===== config.mk =====
export PLATFORM = sky130hd
export DESIGN_NAME = tmr_host_if
export DESIGN_NICKNAME = d
export VERILOG_FILES = /design/src/rtl/tmr_pkg.sv /design/src/rtl/tmr_cw_dec.sv /design/src/rtl/tmr_chan.sv /design/src/rtl/tmr_host_if.sv
export SDC_FILE = /design/constraint.sdc
export NUM_CORES = 1
export LEC_CHECK = 0
export BUFFER_PORTS_ARGS = -buffer_cell sky130_fd_sc_hd__buf_2
export CORE_ASPECT_RATIO = 0.9
export CORE_UTILIZATION = 55
export CTS_BUF_LIST = sky130_fd_sc_hd__clkbuf_4 sky130_fd_sc_hd__clkbuf_8 sky130_fd_sc_hd__clkbuf_16
export DETAILED_ROUTE_END_ITERATION = 12
export GPL_TIMING_DRIVEN = 0
export PLACE_DENSITY = 0.79
export SLEW_MARGIN = 20
export SYNTH_ARGS = -nofsm -noshare
export SYNTH_HDL_FRONTEND = slang
export SYNTH_SLANG_ARGS = --single-unit
export TNS_END_PERCENT = 5

===== constraint.sdc =====
create_clock -name clk -period 2.9 [get_ports clk]
set_clock_uncertainty 0.2 [all_clocks]
set_input_delay 0.145 -clock clk [delete_from_list [all_inputs] [get_ports clk]]
set_output_delay 0.145 -clock clk [all_outputs]
set_load 0.005 [all_outputs]

===== src/rtl/tmr_pkg.sv =====
// Shared types and field positions of the timer host register front end.
// Assumes an 8-bit host bus and 16-bit counts.
package tmr_pkg;
    localparam int BYTE_W = 8;
    localparam int CNT_W  = 16;
    localparam int MODE_W = 3;

    // Access pattern field of a control word
    typedef enum logic [1:0] {
        FMT_SNAP = 2'b00,
        FMT_LO   = 2'b01,
        FMT_HI   = 2'b10,
        FMT_BOTH = 2'b11
    } fmt_e;

    // Bit positions inside a control word
    localparam int SEL_MSB  = 7;
    localparam int FMT_MSB  = 5;
    localparam int MODE_MSB = 3;
    localparam int BCD_BIT  = 0;
endpackage


===== src/rtl/tmr_cw_dec.sv =====
// Control word and port decoder.
// Turns a host write into per-channel programming, capture and data-write
// strokes, and extracts the fields of a control word.
// Assumes that port NCH is the control port and that the lower ports are channels.
module tmr_cw_dec
    import tmr_pkg::*;
#(
    parameter int NCH    = 3,
    parameter int ADDR_W = 2
) (
    input  logic              wr_en,
    input  logic [ADDR_W-1:0] addr,
    input  logic [BYTE_W-1:0] wdata,
    output logic [NCH-1:0]    cw_cfg,
    output logic [NCH-1:0]    cw_snap,
    output logic [NCH-1:0]    dat_wr,
    output fmt_e              cw_fmt,
    output logic [MODE_W-1:0] cw_mode,
    output logic              cw_bcd
);
    localparam logic [ADDR_W-1:0] CTRL_PORT = ADDR_W'(NCH);

    logic [1:0]        sel;
    logic [MODE_W-1:0] mode_raw;

    // Field extraction, with modes 6 and 7 folded onto 2 and 3
    always_comb begin
        sel      = wdata[SEL_MSB -: 2];
        cw_fmt   = fmt_e'(wdata[FMT_MSB -: 2]);
        mode_raw = wdata[MODE_MSB -: MODE_W];
        cw_bcd   = wdata[BCD_BIT];
        cw_mode  = (mode_raw[2] && mode_raw[1]) ? {1'b0, mode_raw[1:0]} : mode_raw;
    end

    // Per-channel stroke decode
    always_comb begin
        for (int i = 0; i < NCH; i++) begin
            cw_cfg[i]  = wr_en && (addr == CTRL_PORT) && (sel == 2'(i)) && (cw_fmt != FMT_SNAP);
            cw_snap[i] = wr_en && (addr == CTRL_PORT) && (sel == 2'(i)) && (cw_fmt == FMT_SNAP);
            dat_wr[i]  = wr_en && (addr == ADDR_W'(i));
        end
    end
endmodule


===== src/rtl/tmr_chan.sv =====
// One channel's register slice.
// Holds mode, BCD flag and access pattern, assembles written bytes into an
// initial count, holds a snapshot of the count, and sequences byte reads.
// Assumes that a programming stroke and a data stroke never come in the same cycle.
module tmr_chan
    import tmr_pkg::*;
(
    input  logic              clk,
    input  logic              rst_n,
    input  logic              cw_cfg,
    input  logic              cw_snap,
    input  fmt_e              cw_fmt,
    input  logic [MODE_W-1:0] cw_mode,
    input  logic              cw_bcd,
    input  logic              dat_wr,
    input  logic              dat_rd,
    input  logic [BYTE_W-1:0] wdata,
    input  logic [CNT_W-1:0]  live,
    output logic [MODE_W-1:0] mode,
    output logic              bcd,
    output logic [CNT_W-1:0]  load_val,
    output logic              load_stb,
    output logic [BYTE_W-1:0] rd_byte
);
    fmt_e              fmt_q;
    logic              wr_hi_q;
    logic              rd_hi_q;
    logic              snap_v_q;
    logic [CNT_W-1:0]  snap_q;
    logic [BYTE_W-1:0] stage_q;
    logic [CNT_W-1:0]  src;
    logic              rd_hi;
    logic              rd_last;

    // Read byte selection from the snapshot or the live count
    always_comb begin
        src     = snap_v_q ? snap_q : live;
        rd_hi   = (fmt_q == FMT_HI) || ((fmt_q == FMT_BOTH) && rd_hi_q);
        rd_last = (fmt_q != FMT_BOTH) || rd_hi_q;
        rd_byte = rd_hi ? src[CNT_W-1 -: BYTE_W] : src[BYTE_W-1:0];
    end

    // Configuration, snapshot and read-order state
    always_ff @(posedge clk) begin
        if (!rst_n) begin
            fmt_q    <= FMT_BOTH;
            mode     <= '0;
            bcd      <= 1'b0;
            rd_hi_q  <= 1'b0;
            snap_v_q <= 1'b0;
            snap_q   <= '0;
        end else if (cw_cfg) begin
            fmt_q    <= cw_fmt;
            mode     <= cw_mode;
            bcd      <= cw_bcd;
            rd_hi_q  <= 1'b0;
            snap_v_q <= 1'b0;
        end else begin
            if (cw_snap && !snap_v_q) begin
                snap_v_q <= 1'b1;
                snap_q   <= live;
            end
            if (dat_rd) begin
                if (fmt_q == FMT_BOTH) rd_hi_q <= !rd_hi_q;
                if (rd_last) snap_v_q <= 1'b0;
            end
        end
    end

    // Write assembly and load pulse
    always_ff @(posedge clk) begin
        if (!rst_n) begin
            wr_hi_q  <= 1'b0;
            stage_q  <= '0;
            load_val <= '0;
            load_stb <= 1'b0;
        end else begin
            load_stb <= 1'b0;
            if (cw_cfg) begin
                wr_hi_q <= 1'b0;
            end else if (dat_wr) begin
                unique case (fmt_q)
                    FMT_LO: begin
                        load_val <= {{(CNT_W-BYTE_W){1'b0}}, wdata};
                        load_stb <= 1'b1;
                    end
                    FMT_HI: begin
                        load_val <= {wdata, {(CNT_W-BYTE_W){1'b0}}};
                        load_stb <= 1'b1;
                    end
                    FMT_BOTH: begin
                        if (!wr_hi_q) begin
                            stage_q <= wdata;
                            wr_hi_q <= 1'b1;
                        end else begin
                            load_val <= {wdata, stage_q};
                            load_stb <= 1'b1;
                            wr_hi_q  <= 1'b0;
                        end
                    end
                    default: ;
                endcase
            end
        end
    end
endmodule


===== src/rtl/tmr_host_if.sv =====
// Top of the timer host register front end.
// Decodes host accesses, instantiates one register slice per channel, and
// multiplexes the read byte. Assumes at most one of wr_en / rd_en per cycle.
module tmr_host_if
    import tmr_pkg::*;
#(
    parameter int NCH    = 3,
    parameter int ADDR_W = 2
) (
    input  logic                    clk,
    input  logic                    rst_n,
    input  logic [ADDR_W-1:0]       addr,
    input  logic [BYTE_W-1:0]       wdata,
    input  logic                    wr_en,
    input  logic                    rd_en,
    output logic [BYTE_W-1:0]       rdata,
    input  logic [NCH*CNT_W-1:0]    live_cnt,
    output logic [NCH*CNT_W-1:0]    load_val,
    output logic [NCH-1:0]          load_stb,
    output logic [NCH*MODE_W-1:0]   ch_mode,
    output logic [NCH-1:0]          ch_bcd
);
    logic [NCH-1:0]    cw_cfg;
    logic [NCH-1:0]    cw_snap;
    logic [NCH-1:0]    dat_wr;
    logic [NCH-1:0]    dat_rd;
    fmt_e              cw_fmt;
    logic [MODE_W-1:0] cw_mode;
    logic              cw_bcd;
    logic [BYTE_W-1:0] rd_byte [NCH];

    tmr_cw_dec #(.NCH(NCH), .ADDR_W(ADDR_W)) u_dec (
        .wr_en   (wr_en),
        .addr    (addr),
        .wdata   (wdata),
        .cw_cfg  (cw_cfg),
        .cw_snap (cw_snap),
        .dat_wr  (dat_wr),
        .cw_fmt  (cw_fmt),
        .cw_mode (cw_mode),
        .cw_bcd  (cw_bcd)
    );

    // Per-channel read strokes
    always_comb begin
        for (int i = 0; i < NCH; i++) dat_rd[i] = rd_en && (addr == ADDR_W'(i));
    end

    for (genvar g = 0; g < NCH; g++) begin : g_ch
        tmr_chan u_ch (
            .clk      (clk),
            .rst_n    (rst_n),
            .cw_cfg   (cw_cfg[g]),
            .cw_snap  (cw_snap[g]),
            .cw_fmt   (cw_fmt),
            .cw_mode  (cw_mode),
            .cw_bcd   (cw_bcd),
            .dat_wr   (dat_wr[g]),
            .dat_rd   (dat_rd[g]),
            .wdata    (wdata),
            .live     (live_cnt[g*CNT_W +: CNT_W]),
            .mode     (ch_mode[g*MODE_W +: MODE_W]),
            .bcd      (ch_bcd[g]),
            .load_val (load_val[g*CNT_W +: CNT_W]),
            .load_stb (load_stb[g]),
            .rd_byte  (rd_byte[g])
        );
    end

    // Read data multiplexer, zero when idle or on the control port
    always_comb begin
        rdata = '0;
        for (int i = 0; i < NCH; i++) begin
            if (dat_rd[i]) rdata = rd_byte[i];
        end
    end
endmodule


## Word-level counts from Yosys, hierarchy flattened

Index checks and enable logic that the tools add are counted.

| operators by class | value |
|---|---|
| equal/unequal tests | 20 |
| muxes and demuxes | 34 |
| bitwise operators | 10 |
| reductions and logical operators | 66 |

Operator list:

| operator | count |
|---|---|
| 16-bit one-hot mux with 3 select lines | 3 |
| 16-bit two-way mux | 6 |
| 8-bit two-way mux | 6 |
| 4-bit AND reduction | 6 |
| 1-bit logical AND | 23 |
| 2-bit == test (second input constant) | 9 |
| 2-bit AND reduction | 9 |
| 1-bit two-way mux | 15 |
| 2-bit OR reduction | 6 |
| 2-bit by 1-bit == test with 1-bit output (second input constant) | 5 |
| 1-bit inverter | 10 |
| 3-bit nonzero test | 3 |
| 3-bit OR reduction | 3 |
| 1-bit zero test | 6 |
| 2-bit zero test | 3 |
| 1-bit logical OR | 6 |
| 2-bit by 1-bit inequality test with 1-bit output (second input constant) | 3 |
| 2-bit inequality test (second input constant) | 3 |
| 1-bit one-hot mux with 2 select lines | 3 |
| 3-bit two-way mux | 1 |
| 2-bit nonzero test | 1 |

| storage, ports and cells | value |
|---|---|
| bits in registers | 150 |
| input port bits | 62 |
| word-level logic and storage cells | 160 |

## Logic depth before layout (Yosys ltp)

| logic depth | value |
|---|---|
| depth in word-level cells | 8 |
| gate-level depth with buffers | 7 |
| depth with buffers taken out | 6 |

## Modules after synthesis

A second synthesis with hierarchy kept.

| second synthesis, totals | value |
|---|---|
| cell total of the unflattened synthesis | 771 |
| area total of the unflattened synthesis | 7319.5 µm² |

Modules (own cells, without submodules):

| module | times used | cells an instance | area each (µm²) |
|---|---|---|---|
| tmr_chan | 3 | 237 | 2297.2 |
| tmr_host_if | 1 | 40 | 291.5 |
| tmr_cw_dec | 1 | 20 | 136.4 |

## Worst setup path before layout

Ideal clock, no wire load.

| timing | value |
|---|---|
| path kind | flip-flop to output port |
| from | register g_ch[2].u_ch.fmt_q[0] |
| to | output port rdata[6] |
| data arrival time | 1.772 ns |
| path slack | 0.783 ns |
| cell stages (with the launch flop) | 8 |
| path through | dfxtp_1 inv_1 ha_1 buf_2 a21oi_4 mux4_2 a22oi_1 a21boi_1 |

| between the ends | value |
|---|---|
| cells in the longest elaborated chain, start to end | 5 |

RTL lines:

| item | RTL line | source |
|---|---|---|
| start, declared | tmr_chan.sv:25 | `fmt_e fmt_q;` |
| start signal, assigned | tmr_chan.sv:53 | `fmt_q <= cw_fmt;` |
| 2-bit == test | tmr_chan.sv:38 | `rd_hi = (fmt_q == FMT_HI) \|\| ((fmt_q == FMT_BOTH) && rd_hi_q);` |
| 1-bit logical AND | tmr_chan.sv:38 |  |
| 1-bit logical OR (*) | tmr_chan.sv:38 |  |
| 8-bit two-way mux (*) | tmr_chan.sv:40 | `rd_byte = rd_hi ? src[CNT_W-1 -: BYTE_W] : src[BYTE_W-1:0];` |
| 8-bit two-way mux (*) | tmr_host_if.sv:74 | `if (dat_rd[i]) rdata = rd_byte[i];` |
| end, declared | tmr_host_if.sv:16 | `output logic [BYTE_W-1:0] rdata,` |

Every way passes the cells marked *; elsewhere a longest branch is shown, timed or not.

## Final worst setup path

Ends and elaborated chain as after synthesis.

==> impl_metrics.tcl <==
set metrics [dict create \
    result_of_the_run "complete, no violations" \
    period_minus_slack_ns 2.88 \
    synth_edf_count 0 \
    power.density_cell_area_nw_per_um2 544 \
    vias_per_cell 5.86 \
    rr_worst_depth 7 \
    holdCritPathClass "in -> reg" \
    synth.ff_latch_count 150 \
    chipHeight_um 108 \
    mappedNetlistArea_sq_um 6880 \
    synth_async_sr_flop_share_pct 0 \
    htree_num_levels 4 \
    share_of_layout_cells_above_drive_strength_1_pct 25.2 \
    detail_route.drc_violations 0 \
    timing.max_cap.violations 0 \
    worst_pin_slew_ns 0.778 \
    clockPowerShare_pct 46.6 \
    power_switching_mw 1.12 \
    finalCoreUtilization_pct 73.6 \
    timing.critical_path.max_delay_family "buffers and inverters" \
    max_freq_mhz 347 \
    final_min_period_over_clock_period_pct 99.3 \
    place.detailed.hpwl_um 13000 \
    power.share.switching_pct 23.0 \
    crit_path_max_fanout 10 \
    synth_adder_area_share_pct 1.64 \
    path_depth 9 \
    largest_net_degree_at_the_start_of_global_routing 17 \
    yosysSeqAreaShare_pct 43.6 \
    synth_compound_area_share_pct 10.7 \
    comb_power_share_pct 9.9 \
    clockBufferDepth 2 \
    reg2reg_setup_slack_ns 0.74 \
    worstHoldPathCells 3 \
    gp_congestion 0.870 \
    core_sq_um 12100 \
    fillerInstances 850 \
    track_usage_pct 31.4 \
    clock_latency_ns 0.43 \
    area.growth.synth_to_final_pct 29.6 \
    end_kind "primary output" \
    worstReg2RegEnd "g_ch[0].u_ch.load_val[6]" \
    routed_length_per_placed_instance_um 18.3 \
    clock-root-buffer "clkbuf_16" \
    setup_viol 0 \
    number_of_cells_produced_by_synthesis 724 \
    ys_warn_count 0 \
    slew_viol_final 0 \
    worst_hold_startpoint "wdata[3]" \
    port_buffers 128 \
    critical-path-slowest-cell "mux4_2" \
    nets 997 \
    die_width_um 120 \
    register_clock_pin_slew_on_the_reported_worst_setup_and_hold_paths_ns 0.06 \
    floorplan.io_pins 133 \
    path_buf_inv 4 \
    worst_hold_path.endpoint "g_ch[1].u_ch.stage_q[3]" \
    synth_flop_cell "dfxtp_1" \
    worstSetupStartpointType "flop" \
    worst_path_required_ns 2.56 \
    number_of_nets_with_antenna_violations_after_routing 0 \
    unrepaired_setup_endpoints_after_global_routing "yes" \
    totalNegativeSetupSlack_ns 0 \
    floorplan.initialDensity_pct 56.8 \
    count_of_tritonroute_iterations_in_the_first_routing_pass 5 \
    overall_via_count_from_detail_route 6439 \
    insertedDiodeCount 0 \
    largest_family_of_logic_cells_by_synthesized_area "simple AND/OR/NAND/NOR gates" \
    share_seq_of_total_power_pct 43.5 \
    timing.critical_path.slowest_cell_delay_ns 0.54 \
    leakagePower_nw 3.86 \
    syn_nets 795 \
    worstPathCellList "inv_1 -> ha_1 -> buf_2 -> a21oi_4 -> buf_12 -> mux4_2 -> a22oi_2 -> a21boi_1 -> buf_2" \
    placement_rows 38 \
    synth_cell_type_count 43 \
    internal_power_mw 3.74 \
    tritoncts "built" \
    max-vdd-ir-drop_v 0.000491 \
    cts_buffers 17 \
    detail_route.wirelength_um 20100 \
    hold_viol 0 \
    relSlewSlack_pct 47.7 \
    postSynthAreaPerCell_sq_um 9.51 \
    muxShareOfSynthArea_pct 17.7 \
    global_route_wire_length_before_repair_um 31100 \
    first_global_vias 6290 \
    basic_gate_share_of_the_synthesized_area_counting_and_or_nand_and_nor_cells_pct 19.8 \
    die-area_sq_um 13000 \
    sinks_on_clock_net 150 \
    synthXorXnorAreaFrac_pct 0.636 \
    drt-initial-drc-count 668 \
    worst_path_most_repeated_cell "buf_2" \
    timing.rr.start "g_ch[0].u_ch.fmt_q[0]" \
    antenna_found_initial 1 \
    timing.setup.critical_path_class "reg -> out" \
    grt_remaining_overflow 0 \
    worst_ep_arrival_time_ns 2.54 \
]
-- cells in the final DEF (no fill, tap or decap), types with 3 or more instances in the layout --
| cell type | count |
|---|---|
| dfxtp_1 | 150 |
| buf_2 | 143 |
| nor2_1 | 105 |
| mux2i_1 | 68 |
| nand2_1 | 60 |
| dlygate4sd3_1 | 52 |
| a21oi_1 | 44 |
| clkbuf_1 | 31 |
| nand3_1 | 30 |
| nor3_1 | 25 |
| mux4_2 | 24 |
| nor3b_1 | 24 |
| a211oi_1 | 24 |
| o21ai_0 | 17 |
| clkbuf_16 | 17 |
| buf_4 | 15 |
| inv_1 | 9 |
| ha_1 | 9 |
| a22oi_1 | 6 |
| a221o_1 | 6 |
| a21boi_1 | 5 |
| and4b_1 | 5 |
| nand2b_1 | 5 |
| xor2_1 | 5 |
| buf_1 | 4 |
| nand4b_2 | 4 |
| clkinv_2 | 4 |
| a21oi_4 | 3 |
| nor2b_1 | 3 |
| a21boi_0 | 3 |
| nor4_1 | 3 |
| or2_2 | 3 |
| buf_6 | 3 |
| buf_12 | 3 |
| bufinv_16 | 3 |
| clkbuf_8 | 3 |
-- state kept, by name, summed over array words and instances, names as in the netlist --
register,flops
g_ch.u_ch.load_val,48
g_ch.u_ch.rd_hi_q,3
g_ch.u_ch.mode,9
g_ch.u_ch.snap_v_q,3
g_ch.u_ch.wr_hi_q,3
g_ch.u_ch.snap_q,48
g_ch.u_ch.bcd,3
g_ch.u_ch.fmt_q,6
g_ch.u_ch.stage_q,24
g_ch.u_ch.load_stb,3
-- how the worst max path moves through the flow --
stage,from,endpoint,slack [ns]
6_report,g_ch[2].u_ch.fmt_q[0],rdata[6],0.02
5_1_grt,g_ch[2].u_ch.fmt_q[0],rdata[6],-0.05
4_1_cts,g_ch[2].u_ch.fmt_q[0],rdata[7],0.006
3_5_place_dp,g_ch[1].u_ch.fmt_q[0],rdata[2],0.37
3_3_place_gp,g_ch[1].u_ch.fmt_q[0],rdata[2],0.42
2_1_floorplan,g_ch[2].u_ch.fmt_q[0],rdata[6],0.78
-- per-layer routing --
metal | global-route usage (%) | wire, um
met1 | 37.0 | 7840
met2 | 52.2 | 9900
met3 | 8.54 | 1560
met4 | 16.9 | 782
met5 | 0 | 8
-- metrics by stage --
step / area, sq um / total power, mW / instances / hold slack [ns] / setup slack (ns)
6_report: 8920 / 4.86 / 1098 / 0.0327 / 0.0192
3_5_place_dp: 7720 / 2.54 / 1012 / 0.205 / 0.375
5_1_grt: 8920 / 5.00 / 1098 / 0.0514 / -0.0473
2_1_floorplan: 6880 / 2.39 / 724 / 0.0889 / 0.783
4_1_cts: 8870 / 4.83 / 1095 / 0.0145 / 0.00568
3_3_place_gp: 7720 / 2.53 / 1012 / 0.188 / 0.423
-- cells by family (layout without fill, tap and decap cells) --
kind of cell | after synthesis | after routing
flops | 150 | 150
compound gates | 115 | 115
xor+xnor | 5 | 5
mux | 92 | 92
buf+inv | 78 | 292
fa+ha+maj | 9 | 9
simple gates | 275 | 275
-- final cells by class --
type	instances	area [sq um]	share of cell area (%)
clock inverter	9	125	1.40
timing repair buffer	183	1210	13.5
tap	160	200	2.24
inverter	9	33.8	0.379
sequential	150	3000	33.7
multi-input combinational	496	3500	39.2
clock buffer	22	482	5.40
buffer	69	370	4.15
-- tightest hold or removal path: cells and delay by family --
family	cells	cell delay [ns]
AOI/OAI and AO/OA	1	0.05
buffers and inverters	1	0.28
and+or+nand+nor	1	0.13
-- what timing repair did --
action                                  4_1_cts  5_1_grt
endpoints found under the hold margin        64        0
buffers inserted                              0        3
endpoints found under the setup margin        5        7
hold buffers                                 52        0
resized for setup                             3        2
-- cell usage after synthesis (2+ instances only) --
cell / number / area (sq um)
buf_6: 3 / 33.8
inv_1: 9 / 33.8
nand4b_1: 2 / 17.5
and4b_1: 5 / 50.1
a221o_1: 6 / 60.1
nor4_1: 3 / 18.8
a311oi_1: 2 / 17.5
nor2_1: 105 / 394
nand2_1: 60 / 225
mux2i_1: 68 / 681
and2_1: 2 / 12.5
nand3_1: 30 / 150
nor3b_1: 24 / 180
buf_1: 4 / 15.0
buf_2: 15 / 75.1
a21oi_1: 44 / 220
o21ai_0: 17 / 85.1
a22oi_1: 8 / 60.1
xor2_1: 5 / 43.8
a21oi_2: 2 / 17.5
clkbuf_1: 31 / 116
buf_4: 14 / 105
or2_2: 3 / 18.8
dfxtp_1: 150 / 3000
a211oi_1: 24 / 180
mux4_2: 24 / 541
nor3_1: 25 / 125
nand4b_2: 4 / 60.1
ha_1: 9 / 113
nand2b_1: 5 / 31.3
a21boi_0: 4 / 30.0
nor2b_1: 3 / 18.8
a21boi_1: 4 / 30.0
-- power by group through the flow --
stage | registers [mW] | clock network (mW) | logic, mW
after detailed placement | 2.16 | 0 | 0.389
after floorplan | 2.15 | 0 | 0.238
after CTS | 2.11 | 2.27 | 0.451
final | 2.11 | 2.27 | 0.480
after global placement | 2.15 | 0 | 0.379
after global routing | 2.11 | 2.37 | 0.510
Note: power is estimated with default switching activity, not from simulation.
